`config.mk`:
```
export PLATFORM = sky130hd
export DESIGN_NAME = cascade_irq_ctrl
export DESIGN_NICKNAME = d
export VERILOG_FILES = /design/src/rtl/cascade_irq_ctrl.sv
export SDC_FILE = /design/constraint.sdc
export NUM_CORES = 1
export LEC_CHECK = 0
export BUFFER_PORTS_ARGS = -buffer_cell sky130_fd_sc_hd__buf_2
export CAP_MARGIN = 10
export CORE_ASPECT_RATIO = 0.7
export CORE_UTILIZATION = 54
export CTS_BUF_LIST = sky130_fd_sc_hd__clkbuf_8
export DETAILED_ROUTE_END_ITERATION = 10
export HOLD_SLACK_MARGIN = 0.02
export PLACE_DENSITY = 0.79
export SYNTH_ARGS = -nofsm -noshare
export SYNTH_HDL_FRONTEND = slang
export SYNTH_SLANG_ARGS = --single-unit
```
`constraint.sdc`:
```
create_clock -name clk -period 2.8 [get_ports clk]
set_input_delay 0.28 -clock clk [delete_from_list [all_inputs] [get_ports clk]]
set_output_delay 0.28 -clock clk [all_outputs]
set_load 0.02 [all_outputs]
```
`src/rtl/cascade_irq_ctrl.sv`:
```
module cascade_irq_ctrl #(
  parameter int N  = 18,
  parameter int AW = 8
) (
  input  logic          clk,
  input  logic          rst_n,
  input  logic          wr_en,
  input  logic [AW-1:0] addr,
  input  logic [31:0]   wdata,
  output logic [31:0]   rdata,
  input  logic [N-1:0]  irq_in,
  output logic          irq_out
);
  localparam logic [AW-1:0] OFF_CTL = AW'(8'h00);
  localparam logic [AW-1:0] OFF_EN  = AW'(8'h04);
  localparam logic [AW-1:0] OFF_STS = AW'(8'h08);
  localparam logic [AW-1:0] OFF_CLR = AW'(8'h0C);
  localparam logic [AW-1:0] OFF_POL = AW'(8'h10);
  localparam int PAD = 32 - N;

  logic         glb_en, edge_mode;
  logic [N-1:0] en_q, pol_q, sts_q, cond_q;
  logic [N-1:0] cond, set_v, clr_v;
  logic         unused_wbits;

  assign unused_wbits = ^wdata[29:N];

  assign cond  = irq_in ^ pol_q;
  assign set_v = edge_mode ? (cond & ~cond_q) : cond;
  assign clr_v = (wr_en && addr == OFF_CLR) ? wdata[N-1:0] : '0;

  always_ff @(posedge clk or negedge rst_n) begin
    if (!rst_n) begin
      glb_en    <= 1'b0;
      edge_mode <= 1'b0;
      en_q      <= '0;
      pol_q     <= '0;
      sts_q     <= '0;
      cond_q    <= '0;
    end else begin
      cond_q <= cond;
      sts_q  <= set_v | (sts_q & ~clr_v);
      if (wr_en) begin
        if (addr == OFF_CTL) begin
          glb_en    <= wdata[31];
          edge_mode <= wdata[30];
        end
        if (addr == OFF_EN)  en_q  <= wdata[N-1:0];
        if (addr == OFF_POL) pol_q <= wdata[N-1:0];
      end
    end
  end

  always_comb begin
    case (addr)
      OFF_CTL: rdata = {glb_en, edge_mode, 30'd0};
      OFF_EN:  rdata = {{PAD{1'b0}}, en_q};
      OFF_STS: rdata = {{PAD{1'b0}}, sts_q};
      OFF_POL: rdata = {{PAD{1'b0}}, pol_q};
      default: rdata = 32'd0;
    endcase
  end

  assign irq_out = glb_en & |(sts_q & en_q);
endmodule


```
## Yosys cells after proc, flatten, opt, wreduce, memory -nomap -nowiden

Cells that the tools add are included.

| operators by class | value |
|---|---|
| equal/unequal tests | 4 |
| mux-type cells | 3 |
| bitwise logic cells | 8 |
| reductions and logical operators | 6 |

Operator list:

| cell | count |
|---|---|
| one-hot mux 32 bit (4 select lines) | 1 |
| bitwise AND 18 bit | 3 |
| two-way mux 18 bit | 2 |
| inverter 18 bit | 2 |
| OR 18 bit | 1 |
| OR reduction 18 bit | 1 |
| bitwise XOR 18 bit | 1 |
| equality test 8 x 4 -> 1 bit (second input constant) | 2 |
| equality test 8 x 3 -> 1 bit (second input constant) | 1 |
| equality test 8 x 5 -> 1 bit (second input constant) | 1 |
| logical NOT 8 bit | 1 |
| AND reduction 2 bit | 3 |
| bitwise AND 1 bit | 1 |
| logical AND 1 bit | 1 |

| storage, ports and cells | value |
|---|---|
| register bits after elaboration | 74 |
| input port bits | 61 |
| output and inout bits | 33 |
| logic and storage cells | 27 |

## Depth between registers and ports, before layout

Gate-level depths: netlist of run 1.

| depth | value |
|---|---|
| depth in word-level cells | 6 |
| gate-level depth with buffers | 6 |

## Worst setup path before layout of run 1

OpenSTA, ideal clock, no wires.

| timing path | value |
|---|---|
| path kind | input-to-output |
| start | input port addr[5] |
| end | output port rdata[10] |
| arrival | 1.991 ns |
| setup slack | 0.529 ns |
| stages on the path | 6 |
| cells stage by stage | or4_1 -> buf_6 -> nor4b_2 -> buf_4 -> a222oi_1 -> inv_1 |

| between the ends | value |
|---|---|
| cells in the longest elaborated chain, start to end | 2 |
| elaborated cells on any way between the ends | 5 |
| classes of those cells | eq/ne: 3; mux: 1; reduce/logical: 1 |

Ends and longest elaborated chain:

| what | RTL line | text |
|---|---|---|
| start, declared | 8 | `input logic [AW-1:0] addr,` |
| equality test 8 x 5 -> 1 bit, or another cell as far along | 55 | `case (addr)` |
| one-hot mux 32 bit (4 select lines) (*) | 55 |  |
| end, declared | 10 | `output logic [31:0] rdata,` |

Every way passes the cells marked *; elsewhere a longest branch is shown, timed or not.

## Final worst setup path of run 1

| timing path | value |
|---|---|
| start | input port addr[5] |
| end | output port rdata[16] |

Same word-level chain as after synthesis.

==> impl_metrics.yaml, run 1 <==
floorplan:
  die-area_mm2: 0.006669
  die_w_um: 97.18
  core_mm2: 0.005928
  initial_core_util: 0.5777
  placementRows: 23
  io_pins: 94
  die_h_um: 68.63
cts:
  postCtsSetupBuffers: 0
  clock_sinks: 74
  cts_tree: "built"
  clock_tree.root_cell: "clkbuf_8"
  cts_resized: 0
  hold_buffers: 0
  clock_path_buffers: 2
  h-tree-depth: 3
  path_clk_slew_ps: 80
  worstSkewPairLatency_ps: 340
  cts_buffers: 9
grt:
  grt_usage: 0.2387
  use_met1: 0.3373
  grt_pass1_wl_um: 11990
  grt_pass1_vias: 2374
  grt.busiest_layer: "met2"
  use_met3: 0.05645
  use_met2: 0.3688
  antenna_found_initial: 0
  grt.overflow.total: 0
  grt_max_degree: 75
worst_hold_path:
  hold_path_class: "input pin to flip-flop"
  hold_depth: 2
  hold_end: "cond_q[9]"
  hold_start: "irq_in[9]"
synthesis:
  synth_edf_count: 0
  synth_area_mm2: 0.003425
  yosys_register_bits: 74
  yosysMostFrequentCell: "dfrtp_1"
  synth_cell_types: 28
  synthArstFlopShare: 1.000
  synth_commonest_cells: "dfrtp_1, nand2_1, mux2_2"
  ys_warn_count: 0
  ys_top_cells_by_area: "dfrtp_1, mux2_2, a222oi_1, a22o_1, xor2_1"
  seq_area_frac_synth: 0.5407
  yosysTopAreaCell: "dfrtp_1"
  synthCells: 271
  avgSynthCellArea_um2: 12.64
  synthFlopType: "dfrtp_1"
  yosysTopAreaCellShare: 0.5407
sta:
  fin_crit_sh: 0.8827
  fin_tns_setup_ps: 0
  final_max_slew_viol_count: 0
  clock_skew_ps: 7.305
  relSlewSlack: 0.3875
  fmax_ghz: 0.4046
  final_hold_viol_count: 0
  fin_crit_ps: 2472
  rsz0062_at_grt: "no"
  worstMarginPinSlew_ps: 918.7
  setup_viol: 0
worst_setup_path:
  cp_max_fo: 18
  rrSetupSlack_ps: 1460
  worstSetupPathType: "input pin to primary output"
  cp.required_ps: 2520
  timing.rr.start: "edge_mode"
  critPathLaunchType: "input pin"
  reg2reg_depth: 2
  worstPathArrival_ps: 2190
  cp-end-kind: "primary output"
  worstReg2RegEnd: "sts_q[4]"
cells_and_area:
  drive_above_1_share: 0.3846
  fin_nets: 407
  final_util: 0.6769
  antenna_cells: 0
  n_fill_cell: 451
  areaGrowthSynthToFinish_pct: 17.17
  fin_cells: 426
detailed_routing:
  drc: 0
  wl_per_cell_um: 17.20
  vias: 2453
  via_per_inst: 5.758
  postRouteAntennaNets: 0
  first_pass_iters: 6
  dr.first_iter.drc_count: 243
  drt-total-wl_um: 7326
status:
  status: "finished, final reports clean"
pwr:
  power.density_mw_per_mm2: 539.3
  ir_drop_v: 0.0002476
  total_power_mw: 2.164
  p_leak_nw: 2.073
place:
  place.gp.congestion: 0.7261
  port_buffers: 69
  dpl.cell_count: 410
  hpwl_um: 4807
flow_run:
  cap_violations: 0
[power breakdown]
group	switching (mW)	internal [mW]
clock	0.379	0.455
sequential	0.0342	1.12
combinational	0.101	0.0760
total	0.514	1.65
[state kept, by name, indices dropped and copies added, names as in the netlist]
name	cells
cond_q	18
en_q	18
pol_q	18
sts_q	18
edge_mode	1
glb_en	1
[metal layers]
metal	share of wire	wire [um]
met5	0	0
met4	0.013	95
met3	0.073	537
met2	0.45	3320
met1	0.46	3372
[worst max-delay path by stage]
stage / from / slack (ps) / cells after the start / end
after floorplan: addr[5] / 530 / 6 / rdata[10]
after global placement: addr[5] / 380 / 7 / rdata[16]
after detailed placement: addr[5] / 330 / 7 / rdata[16]
after CTS: addr[5] / 340 / 7 / rdata[16]
after global routing: addr[5] / 270 / 7 / rdata[17]
final: addr[5] / 330 / 7 / rdata[16]
[kinds of logic (layout without fill, tap and decap cells)]
kind of cell    Yosys count  in the layout  share of synthesized area
buf+inv                  41            110                    0.06759
xor+xnor                 18             18                    0.04604
flops                    74             74                     0.5407
simple gates             53             53                    0.08659
other cells               1             12                   0.001095
compound gates           46             46                     0.1220
mux                      38             38                     0.1359
[metrics by stage]
step                hold WS (ps)  setup slack, ps  instance area [um2]
CTS                        109.0            335.4                 4013
global placement           482.8            378.0                 3807
finish                     127.0            328.4                 4013
detailed placement         482.4            331.7                 3807
floorplan                 -15.59            528.7                 3466
global route               106.6            269.4                 4013
[area by class of cell]
class,instances,area (um2),area share
clock buffers,11,151.4,0.03773
clock inverters,5,53.80,0.01341
inverters,19,71.32,0.01777
multi-input cells,167,1400,0.3489
flip-flops and latches,74,1852,0.4615
well taps,75,93.84,0.02339
repair buffers,75,390.4,0.09729
[cell usage in the layout (no fill, tap or decap), drive strengths merged]
master,n
xor2,18
nor3,1
a22oi,5
dfrtp,74
inv,20
mux2,38
or2,1
a222oi,18
nor4b,1
nor4,4
buf,75
clkinvlp,2
o21a,1
conb,12
a22o,20
bufinv,1
nand2b,2
or4,1
nand2,39
and2,2
clkinv,1
a221oi,2
nand4,1
clkbuf,11
nand3,1
[worst max-delay path: stages]
cell	delay (ps)
buf_2	90
or4_1	770
nor4b_4	330
buf_4	290
a222oi_1	160
inv_1	110
buf_2	170
Note: power is estimated with default switching activity, not from simulation.
==> run 2: changes to the inputs <==
--- a/config.mk
+++ b/config.mk
@@ -7,12 +7,14 @@
 export LEC_CHECK = 0
 export BUFFER_PORTS_ARGS = -buffer_cell sky130_fd_sc_hd__buf_2
 export CAP_MARGIN = 10
+export CELL_PAD_IN_SITES_DETAIL_PLACEMENT = 1
+export CELL_PAD_IN_SITES_GLOBAL_PLACEMENT = 1
 export CORE_ASPECT_RATIO = 0.7
-export CORE_UTILIZATION = 54
+export CORE_UTILIZATION = 43
 export CTS_BUF_LIST = sky130_fd_sc_hd__clkbuf_8
 export DETAILED_ROUTE_END_ITERATION = 10
 export HOLD_SLACK_MARGIN = 0.02
-export PLACE_DENSITY = 0.79
+export PLACE_DENSITY = 0.8
 export SYNTH_ARGS = -nofsm -noshare
 export SYNTH_HDL_FRONTEND = slang
 export SYNTH_SLANG_ARGS = --single-unit
==> run 2 against run 1 <==
Against the previous run: cell count grew 5.6%; critical path depth is the same; clock power shrank 0.5%; clock-buffer cell count is the same; fmax grew 0.75%; wire length grew 14%; non-clock buffer count grew 1; sequential power is essentially flat; via count shrank 0.65%; clock skew shrank 1.7 ps; design area grew 1.4%; combinational power grew 3%.
==> impl_metrics.yaml, run 2 (same netlist as run 1, synthesis figures left out) <==
grt:
  grt.overflow.total: 0
  antenna_found_initial: 0
  grt.busiest_layer: "met2"
  grt_pass1_wl_um: 13600
  use_met1: 0.2999
  use_met3: 0.06718
  grt_max_degree: 46
  use_met2: 0.3430
  grt_pass1_vias: 2554
  grt_usage: 0.2216
place:
  place.gp.congestion: 0.7597
  port_buffers: 69
  hpwl_um: 5626
cts:
  worstSkewPairLatency_ps: 360
  h-tree-depth: 3
  clock_sinks: 74
  cts_resized: 0
  cts_tree: "built"
  clock_path_buffers: 2
  cts_buffers: 9
  path_clk_slew_ps: 70
  clock_tree.root_cell: "clkbuf_8"
sta:
  fin_crit_sh: 0.8761
  final_max_slew_viol_count: 0
  setup_viol: 0
  clock_skew_ps: 5.614
  whs_ps: 113.5
  relSlewSlack: 0.4281
  fin_crit_ps: 2453
  final_hold_viol_count: 0
  rsz0062_at_grt: "no"
  fin_tns_setup_ps: 0
  worstMarginPinSlew_ps: 857.8
  fmax_ghz: 0.4076
pwr:
  total_power_mw: 2.168
  power.density_mw_per_mm2: 532.8
  p_leak_nw: 2.094
  ir_drop_v: 0.0003051
cells_and_area:
  fin_nets: 408
  drive_above_1_share: 0.3778
  final_util: 0.5415
  final_common_cell: "dfrtp_1"
  areaGrowthSynthToFinish_pct: 18.82
  antenna_cells: 0
  mostFrequentLayoutCells: "dfrtp_1, buf_2, nand2_1, mux2_2, inv_1"
worst_setup_path:
  cp_max_fo: 18
  critPathLaunchType: "input pin"
  cp.required_ps: 2520
  worstPathArrival_ps: 2170
  cp-end-kind: "primary output"
  worstSetupPathType: "input pin to primary output"
  rrSetupSlack_ps: 1410
detailed_routing:
  first_pass_iters: 5
  postRouteAntennaNets: 0
  wl_per_cell_um: 18.56
  via_per_inst: 5.416
  drt-total-wl_um: 8353
  drc: 0
  dr.first_iter.drc_count: 194
  vias: 2437
flow_run:
  cap_violations: 0
floorplan:
  die_w_um: 108.7
  io_pins: 94
  die-area_mm2: 0.008331
  initial_core_util: 0.4557
  core_mm2: 0.007515
  die_h_um: 76.67
  placementRows: 26
status:
  status: "finished, final reports clean"
worst_hold_path:
  hold_path_class: "input pin to flip-flop"
==> run 2: cell types whose count changed in the layout (fill, tap and decap cells not counted), sizes merged <==
| cell | previous run | this run |
|---|---|---|
| inv | 20 | 22 |
| clkinvlp | 2 | 0 |
| dlygate4sd3 | 0 | 1 |
==> run 2: critical path, stage by stage <==
cell      delay (ps)
buf_2             90
or4_1            760
nor4b_4          320
buf_4            300
a222oi_1         180
inv_1             70
buf_2            150
==> run 2: layout make-up <==
class,instances,area (um2)
clock buffers,11,151.4
fillers,815,3446
well taps,98,122.6
repair buffers,76,425.4
inverters,19,71.32
clock inverters,5,46.29
multi-input cells,167,1400
flip-flops and latches,74,1852
==> run 2: routing by layer <==
metal | vias to the layer above | wire [um]
met1 | 1214 | 3782
met3 | 11 | 606
met5 | - | 0
met4 | 0 | 98
met2 | 98 | 3865
li1 | 1114 | -
==> run 2: path summary, 6_finish.rpt <==
path / startpoint / end / cells past startpoint
setup / recovery: addr[5] / rdata[0] / 7
hold / removal: irq_in[17] / cond_q[17] / 2
setup reg to reg: edge_mode / sts_q[5] / 2
hold reg to reg: pol_q[13] / cond_q[13] / 1
max in group asynchronous: rst_n / sts_q[2] / 3
min in group asynchronous: rst_n / edge_mode / 2
==> run 2: repair_timing <==
action | 4_1_cts | 5_1_grt
hold buffers | 1 | 0
hold endpoints to repair | 29 | 0
buffers inserted | 0 | 0
==> run 2: through the flow <==
step | setup slack, ps | cell area (um2) | std cells
final | 346.9 | 4069 | 450
after global routing | 265.0 | 4069 | 450
after CTS | 352.9 | 4069 | 450
after detailed placement | 347.8 | 3861 | 433
after global placement | 354.5 | 3861 | 433
after floorplan | 528.7 | 3466 | 282
==> run 2: power breakdown <==
| part | internal, mW | leakage (nW) | total, mW | switching (mW) |
|---|---|---|---|---|
| Sequential | 1.12 | 0.891 | 1.15 | 0.0356 |
| Combinational | 0.0791 | 1.09 | 0.183 | 0.104 |
| Clock | 0.449 | 0.113 | 0.831 | 0.382 |
| Total | 1.65 | 2.09 | 2.17 | 0.521 |
